File: src/rtl/hba_pkg.sv
package hba_pkg;
  localparam int WORD_W = 32;

  // per-port word indices
  localparam logic [4:0] PW_LBASE_LO = 5'd0;
  localparam logic [4:0] PW_LBASE_HI = 5'd1;
  localparam logic [4:0] PW_RXA_LO   = 5'd2;
  localparam logic [4:0] PW_RXA_HI   = 5'd3;
  localparam logic [4:0] PW_ISTAT    = 5'd4;
  localparam logic [4:0] PW_IEN      = 5'd5;
  localparam logic [4:0] PW_CMD      = 5'd6;
  localparam logic [4:0] PW_TASKF    = 5'd8;
  localparam logic [4:0] PW_DSIG     = 5'd9;
  localparam logic [4:0] PW_LSTAT    = 5'd10;
  localparam logic [4:0] PW_LCTL     = 5'd11;
  localparam logic [4:0] PW_LERR     = 5'd12;
  localparam logic [4:0] PW_ACTV     = 5'd13;
  localparam logic [4:0] PW_ISSUE    = 5'd14;

  // global word indices
  localparam logic [5:0] GW_CAPS  = 6'd0;
  localparam logic [5:0] GW_CTRL  = 6'd1;
  localparam logic [5:0] GW_STAT  = 6'd2;
  localparam logic [5:0] GW_PMASK = 6'd3;
  localparam logic [5:0] GW_VER   = 6'd4;

  localparam logic [31:0] IEN_WMASK   = 32'hFDC0_00FF;
  localparam logic [31:0] CMD_RO_MASK = 32'h0000_FF00;
  localparam logic [31:0] CMD_ZERO_MASK = 32'hF000_0000;
  localparam logic [31:0] LSTAT_UP    = 32'h0000_0113;
  localparam logic [31:0] TASKF_VAL   = 32'h0000_007F;
  localparam logic [31:0] DSIG_VAL    = 32'hFFFF_FFFF;
  localparam logic [31:0] CTRL_RST_VAL = 32'h8000_0000;

  typedef struct packed {
    logic       glob_hit;
    logic       port_hit;
    logic [5:0] glob_word;
    logic [4:0] port_word;
  } dec_t;
endpackage

File: src/rtl/hba_addr_decode.sv
module hba_addr_decode
  import hba_pkg::*;
#(
  parameter int ADDR_W    = 12,
  parameter int NPORTS    = 4,
  parameter int PORT_BASE = 32'h100,
  parameter int PIDX_W    = 2
) (
  input  logic [ADDR_W-1:0] addr,
  output dec_t              dec,
  output logic [PIDX_W-1:0] port_idx
);
  localparam int PORT_SPAN = 128;
  localparam logic [ADDR_W:0] BASE_X = (ADDR_W+1)'(PORT_BASE);
  localparam logic [ADDR_W:0] END_X  = (ADDR_W+1)'(PORT_BASE + NPORTS*PORT_SPAN);

  logic [ADDR_W:0] addr_x;
  logic [ADDR_W:0] off;
  logic            unused_bits;

  always_comb begin
    addr_x        = {1'b0, addr};
    off           = addr_x - BASE_X;
    dec.glob_hit  = (addr_x < BASE_X);
    dec.port_hit  = (addr_x >= BASE_X) && (addr_x < END_X);
    dec.glob_word = addr[7:2];
    dec.port_word = addr[6:2];
    port_idx      = off[7 +: PIDX_W];
  end

  assign unused_bits = ^{addr[1:0], off};
endmodule

File: src/rtl/hba_port_regs.sv
module hba_port_regs
  import hba_pkg::*;
(
  input  logic        clk,
  input  logic        rst_n,
  input  logic        wr_en,
  input  logic [4:0]  word,
  input  logic [31:0] wdata,
  input  logic [31:0] is_evt,
  input  logic [31:0] serr_evt,
  input  logic        dev_present,
  output logic [31:0] rd_word,
  output logic        pend,
  output logic        reset_pulse
);
  logic [31:0] lb_lo_q, lb_hi_q, rx_lo_q, rx_hi_q;
  logic [31:0] is_q, ien_q, cmd_q, lctl_q, lerr_q, actv_q, issue_q;
  logic [31:0] is_nxt, ien_nxt, cmd_nxt, lerr_nxt, actv_nxt, issue_nxt;
  logic        we_lb_lo, we_lb_hi, we_rx_lo, we_rx_hi;
  logic        we_is, we_ien, we_cmd, we_lctl, we_lerr, we_actv, we_issue;
  logic        det_fall;
  logic        pulse_q;

  // next-state
  always_comb begin
    we_lb_lo = wr_en && (word == PW_LBASE_LO);
    we_lb_hi = wr_en && (word == PW_LBASE_HI);
    we_rx_lo = wr_en && (word == PW_RXA_LO);
    we_rx_hi = wr_en && (word == PW_RXA_HI);
    we_is    = wr_en && (word == PW_ISTAT);
    we_ien   = wr_en && (word == PW_IEN);
    we_cmd   = wr_en && (word == PW_CMD);
    we_lctl  = wr_en && (word == PW_LCTL);
    we_lerr  = wr_en && (word == PW_LERR);
    we_actv  = wr_en && (word == PW_ACTV);
    we_issue = wr_en && (word == PW_ISSUE);

    is_nxt    = (we_is ? (is_q & ~wdata) : is_q) | is_evt;
    lerr_nxt  = (we_lerr ? (lerr_q & ~wdata) : lerr_q) | serr_evt;
    ien_nxt   = wdata & IEN_WMASK;
    cmd_nxt   = (cmd_q & CMD_RO_MASK) | (wdata & ~(CMD_RO_MASK | CMD_ZERO_MASK));
    actv_nxt  = actv_q | wdata;
    issue_nxt = issue_q | wdata;
    det_fall  = we_lctl && (lctl_q[3:0] == 4'd1) && (wdata[3:0] == 4'd0);
  end

  // registers
  always_ff @(posedge clk or negedge rst_n) begin
    if (!rst_n) begin
      lb_lo_q <= '0; lb_hi_q <= '0; rx_lo_q <= '0; rx_hi_q <= '0;
      is_q    <= '0; ien_q   <= '0; cmd_q   <= '0; lctl_q  <= '0;
      lerr_q  <= '0; actv_q  <= '0; issue_q <= '0; pulse_q <= 1'b0;
    end else begin
      is_q    <= is_nxt;
      lerr_q  <= lerr_nxt;
      pulse_q <= det_fall;
      if (we_lb_lo) lb_lo_q <= wdata;
      if (we_lb_hi) lb_hi_q <= wdata;
      if (we_rx_lo) rx_lo_q <= wdata;
      if (we_rx_hi) rx_hi_q <= wdata;
      if (we_ien)   ien_q   <= ien_nxt;
      if (we_cmd)   cmd_q   <= cmd_nxt;
      if (we_lctl)  lctl_q  <= wdata;
      if (we_actv)  actv_q  <= actv_nxt;
      if (we_issue) issue_q <= issue_nxt;
    end
  end

  // read view
  always_comb begin
    case (word)
      PW_LBASE_LO: rd_word = lb_lo_q;
      PW_LBASE_HI: rd_word = lb_hi_q;
      PW_RXA_LO:   rd_word = rx_lo_q;
      PW_RXA_HI:   rd_word = rx_hi_q;
      PW_ISTAT:    rd_word = is_q;
      PW_IEN:      rd_word = ien_q;
      PW_CMD:      rd_word = cmd_q;
      PW_TASKF:    rd_word = TASKF_VAL;
      PW_DSIG:     rd_word = DSIG_VAL;
      PW_LSTAT:    rd_word = dev_present ? LSTAT_UP : 32'h0;
      PW_LCTL:     rd_word = lctl_q;
      PW_LERR:     rd_word = lerr_q;
      PW_ACTV:     rd_word = actv_q;
      PW_ISSUE:    rd_word = issue_q;
      default:     rd_word = 32'h0;
    endcase
  end

  assign pend        = |(is_q & ien_q);
  assign reset_pulse = pulse_q;
endmodule

File: src/rtl/hba_glob_regs.sv
module hba_glob_regs
  import hba_pkg::*;
#(
  parameter int          NPORTS  = 4,
  parameter logic [31:0] CAP_VAL = 32'h4000_0003,
  parameter logic [31:0] VS_VAL  = 32'h0001_0300
) (
  input  logic              clk,
  input  logic              rst_n,
  input  logic              wr_en,
  input  logic [5:0]        word,
  input  logic [31:0]       wdata,
  input  logic [NPORTS-1:0] port_pend,
  output logic [31:0]       rd_word,
  output logic              irq,
  output logic              host_reset_pulse
);
  localparam logic [31:0] PMASK = 32'((64'd1 << NPORTS) - 64'd1);

  logic [31:0]       ctrl_q, ctrl_nxt;
  logic [NPORTS-1:0] gstat_q, gstat_nxt;
  logic              we_ctrl, we_gstat, hreset_req, pulse_q;
  logic              unused_bits;

  always_comb begin
    we_ctrl    = wr_en && (word == GW_CTRL);
    we_gstat   = wr_en && (word == GW_STAT);
    hreset_req = we_ctrl && wdata[0];
    ctrl_nxt   = CTRL_RST_VAL | {30'h0, wdata[1:0]};
    gstat_nxt  = (we_gstat ? (gstat_q & ~wdata[NPORTS-1:0]) : gstat_q) | port_pend;
  end

  always_ff @(posedge clk or negedge rst_n) begin
    if (!rst_n) begin
      ctrl_q  <= CTRL_RST_VAL;
      gstat_q <= '0;
      pulse_q <= 1'b0;
    end else begin
      gstat_q <= gstat_nxt;
      pulse_q <= hreset_req;
      if (we_ctrl && !hreset_req) ctrl_q <= ctrl_nxt;
    end
  end

  always_comb begin
    case (word)
      GW_CAPS:  rd_word = CAP_VAL;
      GW_CTRL:  rd_word = ctrl_q;
      GW_STAT:  rd_word = 32'(gstat_q);
      GW_PMASK: rd_word = PMASK;
      GW_VER:   rd_word = VS_VAL;
      default:  rd_word = 32'h0;
    endcase
  end

  assign irq              = ctrl_q[1] && (|gstat_q);
  assign host_reset_pulse = pulse_q;
  assign unused_bits      = ^wdata;
endmodule

File: src/rtl/hba_regfile.sv
module hba_regfile
  import hba_pkg::*;
#(
  parameter int          ADDR_W    = 12,
  parameter int          NPORTS    = 4,
  parameter int          PORT_BASE = 32'h100,
  parameter logic [31:0] CAP_VAL   = 32'h4000_0003,
  parameter logic [31:0] VS_VAL    = 32'h0001_0300
) (
  input  logic                   clk,
  input  logic                   rst_n,
  input  logic                   req_valid,
  input  logic                   req_write,
  input  logic [ADDR_W-1:0]      req_addr,
  input  logic [31:0]            req_wdata,
  output logic                   rd_valid,
  output logic [31:0]            rd_data,
  input  logic [NPORTS-1:0]      dev_present,
  input  logic [NPORTS*32-1:0]   port_is_evt,
  input  logic [NPORTS*32-1:0]   port_serr_evt,
  output logic                   irq,
  output logic                   host_reset_pulse,
  output logic [NPORTS-1:0]      port_reset_pulse
);
  localparam int PIDX_W = (NPORTS > 1) ? $clog2(NPORTS) : 1;

  dec_t              dec;
  logic [PIDX_W-1:0] pidx;
  logic [31:0]       port_rd [NPORTS];
  logic [NPORTS-1:0] port_pend;
  logic [31:0]       glob_rd;
  logic [31:0]       rd_nxt;
  logic              rd_en, wr_en;
  logic              rdv_q;
  logic [31:0]       rdd_q;

  assign rd_en = req_valid && !req_write;
  assign wr_en = req_valid && req_write;

  hba_addr_decode #(
    .ADDR_W(ADDR_W), .NPORTS(NPORTS), .PORT_BASE(PORT_BASE), .PIDX_W(PIDX_W)
  ) u_dec (
    .addr(req_addr), .dec(dec), .port_idx(pidx)
  );

  hba_glob_regs #(
    .NPORTS(NPORTS), .CAP_VAL(CAP_VAL), .VS_VAL(VS_VAL)
  ) u_glob (
    .clk(clk), .rst_n(rst_n),
    .wr_en(wr_en && dec.glob_hit),
    .word(dec.glob_word), .wdata(req_wdata),
    .port_pend(port_pend),
    .rd_word(glob_rd), .irq(irq), .host_reset_pulse(host_reset_pulse)
  );

  for (genvar p = 0; p < NPORTS; p++) begin : g_port
    hba_port_regs u_port (
      .clk(clk), .rst_n(rst_n),
      .wr_en(wr_en && dec.port_hit && (pidx == PIDX_W'(p))),
      .word(dec.port_word), .wdata(req_wdata),
      .is_evt(port_is_evt[p*32 +: 32]),
      .serr_evt(port_serr_evt[p*32 +: 32]),
      .dev_present(dev_present[p]),
      .rd_word(port_rd[p]), .pend(port_pend[p]),
      .reset_pulse(port_reset_pulse[p])
    );
  end

  always_comb begin
    if (dec.glob_hit)      rd_nxt = glob_rd;
    else if (dec.port_hit) rd_nxt = port_rd[pidx];
    else                   rd_nxt = 32'h0;
  end

  always_ff @(posedge clk or negedge rst_n) begin
    if (!rst_n) begin
      rdv_q <= 1'b0;
      rdd_q <= '0;
    end else begin
      rdv_q <= rd_en;
      if (rd_en) rdd_q <= rd_nxt;
    end
  end

  assign rd_valid = rdv_q;
  assign rd_data  = rdd_q;
endmodule

File: config.mk
export PLATFORM = sky130hd
export DESIGN_NAME = hba_regfile
export DESIGN_NICKNAME = d
export VERILOG_FILES = /design/src/rtl/hba_pkg.sv /design/src/rtl/hba_addr_decode.sv /design/src/rtl/hba_port_regs.sv /design/src/rtl/hba_glob_regs.sv /design/src/rtl/hba_regfile.sv
export SDC_FILE = /design/constraint.sdc
export NUM_CORES = 2
export LEC_CHECK = 0
export ABC_AREA = 1
export CAP_MARGIN = 20
export CORE_MARGIN = 2
export CORE_UTILIZATION = 41
export DETAILED_ROUTE_END_ITERATION = 10
export PLACE_DENSITY = 0.69
export RECOVER_POWER = 100
export SYNTH_ARGS = -nofsm -noshare
export SYNTH_HDL_FRONTEND = slang
export SYNTH_HIERARCHICAL = 1
export SYNTH_SLANG_ARGS = --single-unit
File: constraint.sdc
create_clock -name clk -period 1.7 [get_ports clk]
set_clock_uncertainty 0.15 [all_clocks]
set_input_delay 0.51 -clock clk [delete_from_list [all_inputs] [get_ports clk]]
set_output_delay 0.51 -clock clk [all_outputs]
set_load 0.01 [all_outputs]
**Word level (Yosys, flattened, before mapping)**

Index checks and enable logic that the tools add are counted.

- Flip-flop bits (word level): 1392
- Latch bits: 0
- RAM bits: 0
- Memory bits (read-only): 0
- Output and inout bits: 39
- Word-level logic and storage cells: 219
- Memories kept: 0

- Add/subtract/negate cells: 1
- $mul: 0
- Divide/modulo/power cells: 0
- Order comparisons: 4
- Eq/ne operators: 24
- Shift-type cells: 0
- Muxes and demuxes: 23
- Bitwise logic cells: 37
- Reductions and logical operators: 77

Operators by type and width:

| operator | number |
|---|---|
| $pmux W32 S14 | 4 |
| $or A32 B32 Y32 | 16 |
| $and A32 B32 Y32 | 12 |
| $mux W32 | 12 |
| $pmux W32 S5 | 1 |
| $reduce_or A32 Y1 | 4 |
| $or A16 B28 Y28 | 4 |
| $logic_and A1 B1 Y1 | 66 |
| $bmux W32 S2 | 1 |
| $mux W9 | 4 |
| $eq A5 B4 Y1 const B | 7 |
| $not A32 Y32 | 1 |
| $eq A4 B1 Y1 const B | 4 |
| $eq A5 B3 Y1 const B | 3 |
| $eq A6 B2 Y1 const B | 2 |
| $ge A12 B9 Y1 const B | 1 |
| $lt A12 B10 Y1 const B | 1 |
| $lt A12 B9 Y1 const B | 1 |
| $eq A5 B2 Y1 const B | 2 |
| $sub A9 B9 Y9 const B | 1 |
| $eq A6 B1 Y1 const B | 1 |
| $eq A6 B3 Y1 const B | 1 |
| $logic_not A6 Y1 | 1 |
| $eq A5 B1 Y1 const B | 1 |
| other kinds (13) | 15 |

**Longest topological paths before layout**

- Word-level depth: 7
- Mapped depth: 17
- Mapped depth without buffers: 15

**Modules after synthesis**

The synthesis kept the hierarchy.

By module, submodules not included:

| module | times used | cells each | area each (µm²) |
|---|---|---|---|
| hba_port_regs (g_port[1].u_port ...) | 3 | 1796 | 14876.8 |
| hba_port_regs (g_port[0].u_port) | 1 | 1789 | 14609.0 |
| hba_regfile | 1 | 496 | 2732.6 |
| hba_glob_regs | 1 | 95 | 690.7 |
| hba_addr_decode | 1 | 21 | 136.4 |

**Least setup slack after synthesis**

OpenSTA, ideal clock, no wires.

- Path type: input to register
- From: input port req_addr[8]
- To: register g_port[2].u_port.rx_hi_q[22]
- Setup time: 0.137 ns
- Data arrival time: 2.047 ns
- Data required time: 1.413 ns
- Slack: -0.634 ns
- Stages on the path: 10
- Path through: inv_2 -> buf_2 -> clkinv_1 -> buf_2 -> nor3_1 -> buf_2 -> nand2_2 -> clkbuf_1 -> nand2_1 -> o21ai_0

- Cells in the longest elaborated chain, start to end: 5

Ends and longest elaborated chain:

| item | line | source |
|---|---|---|
| from (decl) | hba_regfile.sv:14 | `input logic [ADDR_W-1:0] req_addr,` |
| $ge A12 B9 Y1 / $lt A12 B10 Y1 (equally long branches) | hba_addr_decode.sv:25 | `dec.port_hit = (addr_x >= BASE_X) && (addr_x < END_X);` |
| $logic_and A1 B1 Y1 | hba_addr_decode.sv:25 |  |
| $logic_and A1 B1 Y1 | hba_regfile.sv:59 | `.wr_en(wr_en && dec.port_hit && (pidx == PIDX_W'(p))),` |
| $logic_and A1 B1 Y1 (*) | hba_regfile.sv:59 |  |
| $logic_and A1 B1 Y1 (*) | hba_port_regs.sv:29 | `we_rx_hi = wr_en && (word == PW_RXA_HI);` |
| to (signal assigned) | hba_port_regs.sv:60 | `if (we_rx_hi) rx_hi_q <= wdata;` |
| to (decl) | hba_port_regs.sv:16 | `logic [31:0] lb_lo_q, lb_hi_q, rx_lo_q, rx_hi_q;` |

Mark *: on every way between the ends. The rest lies on a longest branch, timed or not.
A chain may end at the register's enable or synchronous reset.

**Final worst setup path**

- From: register u_glob.gstat_q[2]
- To: output port irq

- Cells in the longest elaborated chain, start to end: 2

Ends and longest elaborated chain:

| item | line | source |
|---|---|---|
| from (decl) | hba_glob_regs.sv:21 | `logic [NPORTS-1:0] gstat_q, gstat_nxt;` |
| from (signal assigned) | hba_glob_regs.sv:39 | `gstat_q <= gstat_nxt;` |
| $reduce_or A4 Y1 | hba_glob_regs.sv:56 | `assign irq = ctrl_q[1] && (\|gstat_q);` |
| $logic_and A1 B1 Y1 | hba_glob_regs.sv:56 |  |
| to (decl) | hba_regfile.sv:21 | `output logic irq,` |

Every way passes these cells.

==> reports/qor.csv <==
metric,value,unit
result of the run,finished with violations,
violated checks,setup timing,
vias in the first global route,58917,
Fillers,13053,
DRT Wirelength,266000,um
global-route wire length before repair,386000,um
part of the cycle the worst path needs,1.48,
Crit Path Category,reg2out,
min cycle time layout,2.51,ns
ANT nets after route,0,
clock network power share,0.457,
Max VDD drop,1050,uV
vias per inst,5.51,
P_sw,19.1,mW
Mapped Cells,7789,
"Primary FF master, synth",dfrtp_1,
P_leak,44.4,nW
reg2reg path depth,7,
HPWL Detailed,180000,um
root buf cell,clkbuf_16,
number of synthesized flops with an enable pin,0,
Mean Syn Cell Area,8.06,um^2
FMAX,399,MHz
GR Util All Layers,0.332,
ratio of cells with drive above 1 in the final layout,0.240,
HP Class,in2reg,
FF-to-FF End,u_glob/gstat_q[1],
worst-case clock buffer depth,3,
Seq cells post-synth,1344,
Num CTS Buffers,149,
final setup margin,-0.809,ns
R2R Setup Slk,-0.07,ns
async set or reset register ratio after synthesis,1.00,
"Slowest-stage cell, CP",dfrtp_1,
I/O Buffers,344,
starting DRC count in detailed routing,6793,
Area Overhead vs Synth,38.9,%
Worst setup EP type,primary output,
Int Power,54.4,mW
"Max FO, Critical Path",2,
sequential power share,0.445,
initial antenna violation count,9,
Slew Limit Fails,0,
Top-Level Pins,347,
Layout Nets,9207,
Reg area,33700,um^2
Clock Pin Slew Worst Setup and Hold Paths,0.06,ns
multi-input combinational cell area,27300,um^2
Die H,395,um
Power Dens Cells,843,nW/um^2
sequential fraction of the synthesis area,0.536,
Crit path arrival time,1.85,ns
switching part of the total,0.260,
grt ovf,0,
critical path cell sequence,inv_2 -> nand3_2 -> o21a_1 -> buf_12 -> buf_6,
max cap viols,0,
Min-Delay Path Depth,3,
# H-tree levels,4,
beginning of the worst hold path,port_serr_evt[59],
core area,152000,um^2
DRC,0,
Sinks on Clock Net,1344,
slowest cell delay on critical path,0.40,ns
RSZ-0062 raised after global routing,true,
Top delay family on crit path,flip-flops,
Setup crit start kind,flip-flop,
die area,156000,um^2
"leading cell type in the layout, fill and taps excluded",nand2_1,
DR WL/cell,24.0,um
reg2reg start,g_port[1].u_port/is_q[4],
Vias,60938,
CP Buf/Inv Count,3,
Mapped Area,62800,um^2
Clock Latency Late Sink,0.83,ns
Fin Hold WS,0.0497,ns
final hold violation count,0,
Yosys warnings,6,
maximum number of pins on one net before global-route repair,59,
Worst EP required,1.04,ns
Rel. slew slack,0.272,
most frequent cells in the layout,"nand2_1 (2,286), dfrtp_1 (1,315), o21ai_0 (739)",
total power,73.5,mW
GPL Wtd Cong,0.964,
Die X,395,um
Hold EP,g_port[1].u_port/lerr_q[27],
Finished Cell Area,87200,um^2
Initial Util,0.413,
Setup-failing EPs final,2373,
CTS tree,yes,
Combinational Power Share,0.098,
Slew @ Worst Pin,1.09,ns
TritonRoute pass-1 iters,8,
row cnt,143,
dpl cell area,75400,um^2
Yosys cell types,36,
==> cells in the mapped netlist, types with 4 or more instances <==
library cell | count | area share
clkbuf_1 | 156 | 0.0093
o21bai_1 | 283 | 0.034
nand2_2 | 23 | 0.0023
dfrtp_1 | 1344 | 0.54
nor3_1 | 10 | 0.00080
and3_1 | 5 | 0.00050
a21oi_1 | 96 | 0.0077
o21ai_0 | 936 | 0.075
nand3_2 | 4 | 0.00064
clkinv_1 | 21 | 0.0013
nor4_1 | 4 | 0.00040
nor2_2 | 21 | 0.0021
nor2_1 | 661 | 0.040
buf_1 | 6 | 0.00036
nand2_4 | 24 | 0.0043
nor3_2 | 4 | 0.00064
clkbuf_2 | 4 | 0.00032
inv_2 | 12 | 0.00072
o21ai_1 | 311 | 0.025
buf_6 | 46 | 0.0082
buf_4 | 74 | 0.0088
inv_1 | 637 | 0.038
o21ai_2 | 30 | 0.0042
nor2_8 | 9 | 0.0029
nand2_1 | 2612 | 0.16
nand4_1 | 92 | 0.0092
buf_2 | 147 | 0.012
nand3_1 | 173 | 0.014
nor2_4 | 32 | 0.0057
==> tightest hold or removal path, delay by kind of cell <==
family,cells,cell delay [ns]
buffers and inverters,2,0.44
AND/OR/NAND/NOR,1,0.04
==> routing by layer <==
layer	wire length [um]	share of wire	GRT usage	vias to the layer above
met2	114000	0.43	0.483	3543
met5	99	0.00037	0	-
met1	103000	0.39	0.441	29695
met4	17600	0.066	0.189	14
met3	31800	0.12	0.0969	789
li1	-	-	-	26897
==> worst max-delay path by stage <==
stage	end	from	cells after the start
2_1_floorplan	rd_data[23]	req_addr[3]	16
3_3_place_gp	rd_data[26]	req_addr[4]	17
3_5_place_dp	rd_data[26]	req_addr[4]	17
4_1_cts	irq	u_glob/gstat_q[2]	5
5_1_grt	irq	u_glob/gstat_q[2]	5
6_report	irq	u_glob/gstat_q[2]	5
==> power groups by stage <==
stage                     registers (mW)  logic [mW]  clock network, mW
final                               32.7        7.18               33.6
after global routing                32.7        7.49               35.2
after CTS                           32.7        6.75               33.9
after detailed placement            33.2        6.10                  0
after global placement              33.2        6.08                  0
after floorplan                     33.1        1.90                  0
==> area by class of cell <==
class	count	share of cell area
timing repair inverter	1	0.0000430
antenna	4	0.000115
clock buffer	221	0.0503
timing repair buffer	1369	0.184
sequential	1344	0.386
clock inverter	52	0.00813
inverter	673	0.0299
multi-input combinational	5361	0.312
tap	2030	0.0291
==> stage by stage <==
stage,instances,worst slack (ns),setup TNS [ns],utilization
5_1_grt,11051,-0.830,-371.68,0.574
4_1_cts,10969,-0.848,-23.44,0.558
3_5_place_dp,10499,-1.69,-1412.56,0.496
3_3_place_gp,10499,-1.72,-1401.43,0.496
2_1_floorplan,7811,-0.554,-336.33,-
6_report,11055,-0.809,-306.21,0.574
==> logic make-up (layout without fill, tap and decap cells) <==
logic type,count (synthesis),in the layout,synth area share
simple gates,3681,3681,0.240
compound gates,1657,1657,0.145
other cells,1,27,0.0000597
buf+inv,1106,2316,0.0792
flops,1344,1344,0.536
==> timing repair <==
item,4_1_cts,5_1_grt
resized for setup,839,627
pin swaps,264,411
endpoints found under the setup margin,1376,1124
hold buffers,1,0
endpoints found under the hold margin,1241,0
gates cloned,25,6
buffers inserted,183,101
Note: power is estimated with default switching activity, not from simulation.
